File: src/rtl/fss_pkg.sv
package fss_pkg;
  typedef struct packed {
    logic write;
    logic read;
    logic dropFrame;
    logic replayFrame;
  } fssStrobes_t;

  localparam int unsigned FULL_BIT  = 7;
  localparam int unsigned EMPTY_BIT = 6;
  localparam int unsigned SLIP_BIT  = 5;
endpackage

File: src/rtl/fss_ctrl.sv
module fss_ctrl
  import fss_pkg::*;
#(
  parameter int unsigned SLOTS  = 32,
  parameter int unsigned FRAMES = 2,
  localparam int unsigned DEPTH = SLOTS * FRAMES,
  localparam int unsigned AW    = $clog2(DEPTH),
  localparam int unsigned CW    = $clog2(DEPTH + 1)
) (
  input  logic          clk,
  input  logic          rstN,
  input  logic          wrEn,
  input  logic          rdEn,
  output fssStrobes_t   stb,
  output logic [AW-1:0] wrAddr,
  output logic [AW-1:0] rdAddr,
  output logic [CW-1:0] level
);
  localparam logic [AW-1:0] FRAME_A = AW'(SLOTS);
  localparam logic [CW-1:0] FRAME_C = CW'(SLOTS);
  localparam logic [CW-1:0] DEPTH_C = CW'(DEPTH);

  logic [AW-1:0] wrPtr, rdPtr;
  logic [CW-1:0] cnt;
  logic          isFull, isEmpty;

  assign isFull  = (cnt == DEPTH_C);
  assign isEmpty = (cnt == '0);

  always_comb begin
    stb.write       = wrEn;
    stb.read        = rdEn;
    stb.dropFrame   = wrEn && !rdEn && isFull;
    stb.replayFrame = rdEn && isEmpty;
  end

  assign wrAddr = wrPtr;
  assign rdAddr = stb.replayFrame ? rdPtr - FRAME_A : rdPtr;
  assign level  = cnt;

  always_ff @(posedge clk) begin
    if (!rstN) begin
      wrPtr <= FRAME_A;
      rdPtr <= '0;
      cnt   <= FRAME_C;
    end else begin
      if (wrEn) wrPtr <= wrPtr + 1'b1;
      if (rdEn)               rdPtr <= rdAddr + 1'b1;
      else if (stb.dropFrame) rdPtr <= rdPtr + FRAME_A;
      cnt <= cnt
           + (stb.replayFrame ? FRAME_C : '0)
           - (stb.dropFrame   ? FRAME_C : '0)
           + CW'(wrEn) - CW'(rdEn);
    end
  end
endmodule

File: src/rtl/fss_datapath.sv
module fss_datapath
  import fss_pkg::*;
#(
  parameter int unsigned DW    = 8,
  parameter int unsigned DEPTH = 64,
  localparam int unsigned AW   = $clog2(DEPTH)
) (
  input  logic          clk,
  input  logic          rstN,
  input  fssStrobes_t   stb,
  input  logic [AW-1:0] wrAddr,
  input  logic [AW-1:0] rdAddr,
  input  logic [DW-1:0] wrData,
  output logic [DW-1:0] rdData
);
  logic [DW-1:0] store [DEPTH];

  always_ff @(posedge clk) begin
    if (!rstN) begin
      for (int i = 0; i < DEPTH; i++) store[i] <= '0;
      rdData <= '0;
    end else begin
      if (stb.write) store[wrAddr] <= wrData;
      if (stb.read)  rdData <= store[rdAddr];
    end
  end
endmodule

File: src/rtl/fss_status.sv
module fss_status
  import fss_pkg::*;
(
  input  logic        clk,
  input  logic        rstN,
  input  fssStrobes_t stb,
  input  logic        statRd,
  input  logic        statWr,
  input  logic [7:0]  statWrData,
  output logic [7:0]  status
);
  logic fullF, emptyF, slipF;
  logic clrFull, clrEmpty, clrSlip;

  assign clrFull  = statRd || (statWr && statWrData[FULL_BIT]);
  assign clrEmpty = statRd || (statWr && statWrData[EMPTY_BIT]);
  assign clrSlip  = statRd || (statWr && statWrData[SLIP_BIT]);

  always_ff @(posedge clk) begin
    if (!rstN) begin
      fullF  <= 1'b0;
      emptyF <= 1'b0;
      slipF  <= 1'b0;
    end else begin
      fullF  <= (fullF  && !clrFull)  || stb.dropFrame;
      emptyF <= (emptyF && !clrEmpty) || stb.replayFrame;
      slipF  <= (slipF  && !clrSlip)  || stb.dropFrame || stb.replayFrame;
    end
  end

  always_comb begin
    status = '0;
    status[FULL_BIT]  = fullF;
    status[EMPTY_BIT] = emptyF;
    status[SLIP_BIT]  = slipF;
  end
endmodule

File: src/rtl/frame_slip_store.sv
module frame_slip_store
  import fss_pkg::*;
#(
  parameter int unsigned DW     = 8,
  parameter int unsigned SLOTS  = 32,
  parameter int unsigned FRAMES = 2,
  localparam int unsigned DEPTH = SLOTS * FRAMES,
  localparam int unsigned AW    = $clog2(DEPTH),
  localparam int unsigned CW    = $clog2(DEPTH + 1)
) (
  input  logic          clk,
  input  logic          rstN,
  input  logic          wrEn,
  input  logic [DW-1:0] wrData,
  input  logic          rdEn,
  output logic [DW-1:0] rdData,
  input  logic          statRd,
  input  logic          statWr,
  input  logic [7:0]    statWrData,
  output logic [7:0]    status
);
  fssStrobes_t   stb;
  logic [AW-1:0] wrAddr, rdAddr;
  logic [CW-1:0] level;

  fss_ctrl #(.SLOTS(SLOTS), .FRAMES(FRAMES)) u_ctrl (
    .clk(clk), .rstN(rstN), .wrEn(wrEn), .rdEn(rdEn),
    .stb(stb), .wrAddr(wrAddr), .rdAddr(rdAddr), .level(level)
  );

  fss_datapath #(.DW(DW), .DEPTH(DEPTH)) u_dp (
    .clk(clk), .rstN(rstN), .stb(stb), .wrAddr(wrAddr), .rdAddr(rdAddr),
    .wrData(wrData), .rdData(rdData)
  );

  fss_status u_stat (
    .clk(clk), .rstN(rstN), .stb(stb), .statRd(statRd), .statWr(statWr),
    .statWrData(statWrData), .status(status)
  );
endmodule

File: config.mk
export PLATFORM = sky130hd
export DESIGN_NAME = frame_slip_store
export DESIGN_NICKNAME = d
export VERILOG_FILES = /design/src/rtl/fss_pkg.sv /design/src/rtl/fss_ctrl.sv /design/src/rtl/fss_datapath.sv /design/src/rtl/fss_status.sv /design/src/rtl/frame_slip_store.sv
export SDC_FILE = /design/constraint.sdc
export NUM_CORES = 1
export LEC_CHECK = 0
export ABC_AREA = 0
export BUFFER_PORTS_ARGS = -buffer_cell sky130_fd_sc_hd__buf_2
export CORE_AREA = 2 2 261 186
export CTS_CLUSTER_SIZE = 20
export DETAILED_ROUTE_END_ITERATION = 16
export DIE_AREA = 0 0 263 188
export GPL_TIMING_DRIVEN = 1
export PLACE_DENSITY = 0.7
export SETUP_SLACK_MARGIN = 0.2
export SLEW_MARGIN = 15
export SYNTH_ARGS = -nofsm -noshare
export SYNTH_HDL_FRONTEND = slang
export SYNTH_SLANG_ARGS = --single-unit
File: constraint.sdc
create_clock -name clk -period 5.3 [get_ports clk]
set_clock_uncertainty 0.2 [all_clocks]
set_input_delay 1.06 -clock clk [delete_from_list [all_inputs] [get_ports clk]]
set_output_delay 1.06 -clock clk [all_outputs]
set_load 0.1 [all_outputs]
Yosys cells after proc, flatten, opt, wreduce, memory -nomap -nowiden

Memory sizes are Yosys's and may differ from the RTL's. A register that Yosys moved wholly into a read port is not among the register bits.
Cells that the tools add are included.

Register bits after elaboration: 22
RAM bits: 512
Bits of input ports: 22
Output and inout port bits: 16
Word-level logic and storage cells: 52
Memories kept: 1

Memory list:

| memory     | words | bits a word | read ports | clocked after Yosys merged registers in | wr ports | RTL line           | text |
|---|---|---|---|---|---|---|---|
| u_dp.store | 64    | 8           | 1          | 1                                       | 64       | fss_datapath.sv:16 | `logic [DW-1:0] store [DEPTH];` |

Add/sub/neg operators: 8
Equal/unequal tests: 1
Mux-type cells: 12
Reductions and logical operators: 24

Operators with widths:

| cell                                                          | count |
|---|---|
| 6-bit two-way mux                                             | 6 |
| 6-bit by 1-bit adder with 6-bit output, second input constant | 2 |
| 1-bit logical AND                                             | 9 |
| 8-bit two-way mux                                             | 1 |
| 8-bit OR reduction                                            | 1 |
| 7-bit by 1-bit adder with 7-bit output                        | 1 |
| 7-bit adder                                                   | 1 |
| 7-bit equality test, second input constant                    | 1 |
| 7-bit logical NOT                                             | 1 |
| 1-bit logical OR                                              | 7 |
| 7-bit by 1-bit subtractor with 7-bit output                   | 1 |
| 7-bit subtractor                                              | 1 |
| 6-bit adder, second input constant                            | 1 |
| 6-bit subtractor, second input constant                       | 1 |
| 1-bit logical NOT                                             | 5 |
| 1-bit two-way mux                                             | 5 |
| 2-bit nonzero test                                            | 1 |

Logic depth before layout (Yosys ltp)

Depth in word-level cells: 7
Gate-level depth with buffers: 12
Gate-level depth less buffers: 11

Modules after synthesis

From an unflattened synthesis, not the netlist that was laid out.

Cell total of the unflattened synthesis: 1,838
Area, all modules: 25,465.7 sq um

By module, submodules not included:

| module       | times used | cells an instance | area each (sq um) | sequential area each (sq um) |
|---|---|---|---|---|
| fss_datapath | 1          | 1,690             | 24,121.9          | 15,534.9 |
| fss_ctrl     | 1          | 127               | 1,162.4           | 380.4 |
| fss_status   | 1          | 21                | 181.4             | 60.1 |

Worst setup path after synthesis

No wires, ideal clock.

Kind: input to register
From: input port rdEn
To: register u_ctrl.cnt[6], in the netlist u_ctrl.level[6]
Setup time: 0.115 ns
Arrival time: 3.066 ns
Data required time: 4.985 ns
Slack: 1.919 ns
Stages on the path: 12
Buffers on the path: 1
Path through: clkbuf_8 inv_2 ha_1 nand2_1 nor3_1 ha_1 ha_1 inv_1 ha_1 a21oi_1 xnor2_1 and2_1

Cells in the longest elaborated chain, start to end: 7
Elaborated cells between the ends (all ways): 10
Classes of those cells: add/sub (4); mux (2); reduce/logical (4)

Ends and longest elaborated chain:

| what                                                | RTL line               | text |
|---|---|---|
| from (decl)                                         | frame_slip_store.sv:15 | `input logic rdEn,` |
| branches (longest 6 deep; another with 7-bit adder) | -                      |  |
| 7-bit by 1-bit subtractor with 7-bit output *       | fss_ctrl.sv:53         | `+ CW'(wrEn) - CW'(rdEn);` |
| to (signal assigned)                                | fss_ctrl.sv:50         | `cnt <= cnt` |
| to (decl)                                           | fss_ctrl.sv:24         | `logic [CW-1:0] cnt;` |

Mark *: on every way between the ends.
A chain may end at the register's enable or synchronous reset.

==> insert_results.sql <==
INSERT INTO impl_metrics (metric_group, metric, value, unit) VALUES
('status', 'status', 'finished, final reports clean', ''),
('placement', 'place_hpwl', '38.4', 'mm'),
('clock_network', 'post_cts_hold_buffer_count', '0', ''),
('clock_network', 'postCtsSetupRepairBufs', '0', ''),
('die', 'chipHeight', '188', 'um'),
('global_routing', 'grt_util_all_layers', '24.9', '%'),
('clock_network', 'worst_setup_hold_path_clk_slew', '0.07', 'ns'),
('die', 'chipWidth', '263', 'um'),
('setup_path', 'slowest_delay', '1.09', 'ns'),
('drt', 'dr.first_iter.drc_count', '1509', ''),
('global_routing', 'vias_in_the_first_global_route', '14386', ''),
('setup_path', 'rr_worst_depth', '11', ''),
('power_and_ir_drop', 'p_comb_share', '10.0', '%'),
('cells_and_area', 'most_common_cell_after_layout_fill_and_taps_aside', 'sky130_fd_sc_hd__and2_1', ''),
('drt', 'drtPass1Iterations', '5', ''),
('drt', 'routed_wl', '60.6', 'mm'),
('drt', 'detail_route.drc_violations', '0', ''),
('worst_hold_path', 'worstHoldPathType', 'flop to flop', ''),
('setup_path', 'cp.arrival', '3.39', 'ns'),
('clock_network', 'cts_num_sinks', '542', ''),
('cells_and_area', 'antenna_cells', '0', ''),
('synthesis', 'synth_cell_type_count', '50', ''),
('global_routing', 'global_route_wire_length_before_repair', '91.4', 'mm'),
('cells_and_area', 'utilization', '59.3', '%'),
('cells_and_area', 'final_cell_mix', 'sky130_fd_sc_hd__and2_1, sky130_fd_sc_hd__edfxtp_1, sky130_fd_sc_hd__mux4_2, sky130_fd_sc_hd__mux2i_1, sky130_fd_sc_hd__nor2_1', ''),
('power_and_ir_drop', 'seqPwrFrac', '50.3', '%'),
('synthesis', 'synth_seq_cells', '542', ''),
('clock_network', 'cts_inserted_buffers', '52', ''),
('timing', 'grt_setup_unrepaired', 'false', ''),
('synthesis', 'synth_cells', '1830', ''),
('power_and_ir_drop', 'pwr-share-clk', '39.8', '%'),
('setup_path', 'worstSetupEndpointType', 'flop', ''),
('die', 'fp.coreArea', '47100', 'um^2'),
('setup_path', 'crit_cells', '4', ''),
('setup_path', 'crit_path_max_fanout', '26', ''),
('drt', 'via_count', '14718', ''),
('placement', 'finalWeightedCongestion', '0.891', ''),
('cells_and_area', 'drive_above_1_share', '15.2', '%'),
('synthesis', 'yosysTopAreaCellShare', '60.2', '%'),
('drt', 'via_density_per_instance', '5.94', ''),
('setup_path', 'worst_path_bufs_invs', '1', ''),
('synthesis', 'synth_area_leaders', 'sky130_fd_sc_hd__edfxtp_1, sky130_fd_sc_hd__and2_1, sky130_fd_sc_hd__mux4_2', ''),
('die', 'dieArea', '49400', 'um^2'),
('clock_network', 'clock_tree_from_tritoncts', 'built', ''),
('timing', 'maxSlewHeadroom', '21.2', '%'),
('power_and_ir_drop', 'leakagePower', '0.00986', 'uW'),
('timing', 'final_min_period_over_clock_period', '64.0', '%'),
('synthesis', 'synth_sequential_area_ratio', '62.6', '%'),
('synthesis', 'synthFlopType', 'sky130_fd_sc_hd__edfxtp_1', ''),
('drt', 'antenna_left', '0', ''),
('synthesis', 'syn-cell-area', '25500', 'um^2'),
('die', 'fp-row-count', '67', ''),
('setup_path', 'crit_path_start_kind', 'input port', ''),
('cells_and_area', 'register_area', '16000', 'um^2'),
('clock_network', 'number_of_instances_resized_during_post_cts_repair', '0', ''),
('power_and_ir_drop', 'switching_power', '2310', 'uW'),
('timing', 'final.setup.tns', '0', 'ns'),
('setup_path', 'cp_cell_sequence', 'buf_2, and2_1, nand4b_1, o21ai_0', ''),
('timing', 'slew_violations', '0', ''),
('timing', 'hold-worst-slack', '0.283', 'ns'),
('power_and_ir_drop', 'peakVddDrop', '0.272', 'mV'),
('run', 'reported_max_cap_violation_count', '0', ''),
('clock_network', 'clock_tree.root_cell', 'sky130_fd_sc_hd__clkbuf_16', ''),
('die', 'start_util', '54.2', '%'),
('clock_network', 'cts_buffer_depth', '3', ''),
('setup_path', 'standard_cell_with_the_maximum_stage_delay_on_the_critical_path', 'sky130_fd_sc_hd__o21ai_0', ''),
('timing', 'actual_transition_at_the_worst_max_transition_pin', '1.17', 'ns'),
('synthesis', 'asyncSetResetFlopFracSynth', '0', '%'),
('drt', 'avgRoutedWirePerCell', '24.4', 'um'),
('setup_path', 'critPathTopFamily', 'compound AO/OA/AOI/OAI gates', ''),
('synthesis', 'yosys_warnings', '0', '');
[final cells by class]
type                            instances  share of cell area, %
Inverter                               16                  0.215
Timing Repair Buffer                   85                   2.09
Multi-Input combinational cell       1119                   31.4
Sequential cell                       542                   57.2
Clock buffer                           66                   4.92
Clock inverter                         30                   1.45
Tap cell                              621                   2.78
[power groups by stage]
stage / combinational [uW] / clock [uW] / sequential [uW]
after CTS: 980 / 3960 / 4950
after global placement: 956 / 0 / 5030
final: 980 / 3910 / 4950
after global routing: 1060 / 4130 / 4970
after detailed placement: 975 / 0 / 5040
after floorplan: 678 / 0 / 5030
[worst paths after layout]
path | startpoint | endpoint
setup reg to reg | u_ctrl.level[2]$_SDFF_PN0_ | u_ctrl.level[6]$_SDFF_PN0_
hold reg to reg | u_dp.rdData[2]$_SDFFE_PN0P_ | u_dp.rdData[2]$_SDFFE_PN0P_
setup / recovery | rstN | u_dp.store[53][1]$_SDFFCE_PN0P_
hold / removal | u_dp.rdData[2]$_SDFFE_PN0P_ | u_dp.rdData[2]$_SDFFE_PN0P_
[cell families after synthesis]
logic type	share of synthesized area, %
other	0.0147
and+or+nand+nor	16.7
DFF	62.6
buffers and inverters	3.16
xor gates and xnor gates	0.647
muxes	11.9
AOI/OAI and AO/OA	4.22
adders and majority gates	0.764
[cells in the mapped netlist (2+ instances only)]
master / number
sky130_fd_sc_hd__mux4_2: 95
sky130_fd_sc_hd__buf_1: 12
sky130_fd_sc_hd__nand2_1: 42
sky130_fd_sc_hd__inv_1: 15
sky130_fd_sc_hd__nand3b_1: 4
sky130_fd_sc_hd__mux2_2: 9
sky130_fd_sc_hd__a221oi_1: 9
sky130_fd_sc_hd__or3_1: 2
sky130_fd_sc_hd__o211ai_1: 2
sky130_fd_sc_hd__nor2b_1: 19
sky130_fd_sc_hd__buf_2: 29
sky130_fd_sc_hd__o22ai_1: 8
sky130_fd_sc_hd__o21ai_0: 74
sky130_fd_sc_hd__or2_2: 8
sky130_fd_sc_hd__clkbuf_1: 89
sky130_fd_sc_hd__and2_1: 530
sky130_fd_sc_hd__a22oi_1: 17
sky130_fd_sc_hd__edfxtp_1: 512
sky130_fd_sc_hd__o21ai_1: 8
sky130_fd_sc_hd__a21oi_1: 8
sky130_fd_sc_hd__buf_4: 24
sky130_fd_sc_hd__a21o_1: 2
sky130_fd_sc_hd__a311oi_1: 8
sky130_fd_sc_hd__xnor2_1: 11
sky130_fd_sc_hd__dfxtp_1: 30
sky130_fd_sc_hd__nand4_1: 4
sky130_fd_sc_hd__nor2_1: 75
sky130_fd_sc_hd__o221ai_1: 6
sky130_fd_sc_hd__ha_1: 14
sky130_fd_sc_hd__o21a_1: 2
sky130_fd_sc_hd__nand3_1: 28
sky130_fd_sc_hd__or3b_2: 3
sky130_fd_sc_hd__xor2_1: 6
sky130_fd_sc_hd__nand2b_1: 9
sky130_fd_sc_hd__mux2i_1: 77
sky130_fd_sc_hd__a211oi_1: 23
sky130_fd_sc_hd__clkbuf_8: 3
[stage by stage]
step	instance area, um^2	cells	worst slack, ns
2_1_floorplan	25500	1834	1.92
3_3_place_gp	26200	2383	1.41
3_5_place_dp	26200	2383	1.34
4_1_cts	28000	2479	1.94
5_1_grt	28000	2479	1.67
6_report	28000	2479	1.91
[sequential cells by signal, summed over array words and instances, names as in the netlist]
register       count
u_ctrl.level       7
u_ctrl.rdPtr       6
u_ctrl.wrAddr      6
u_dp.rdData        8
u_dp.store       512
u_stat.emptyF      1
u_stat.fullF       1
u_stat.slipF       1
[per-layer routing]
metal	track usage, %	vias to the layer above	part of all wire (%)
li1	-	6607	-
met1	37.7	7415	45
met2	35.9	604	43
met3	6.15	92	9.0
met4	6.95	0	2.5
met5	0	-	0
[worst min-delay path, stage by stage, from the launching register on]
cell	delay, ns
sky130_fd_sc_hd__dfxtp_1	0.31
sky130_fd_sc_hd__nand3_1	0.07
sky130_fd_sc_hd__o21ai_1	0.06
No activity file was read; power rests on OpenSTA's default activity.
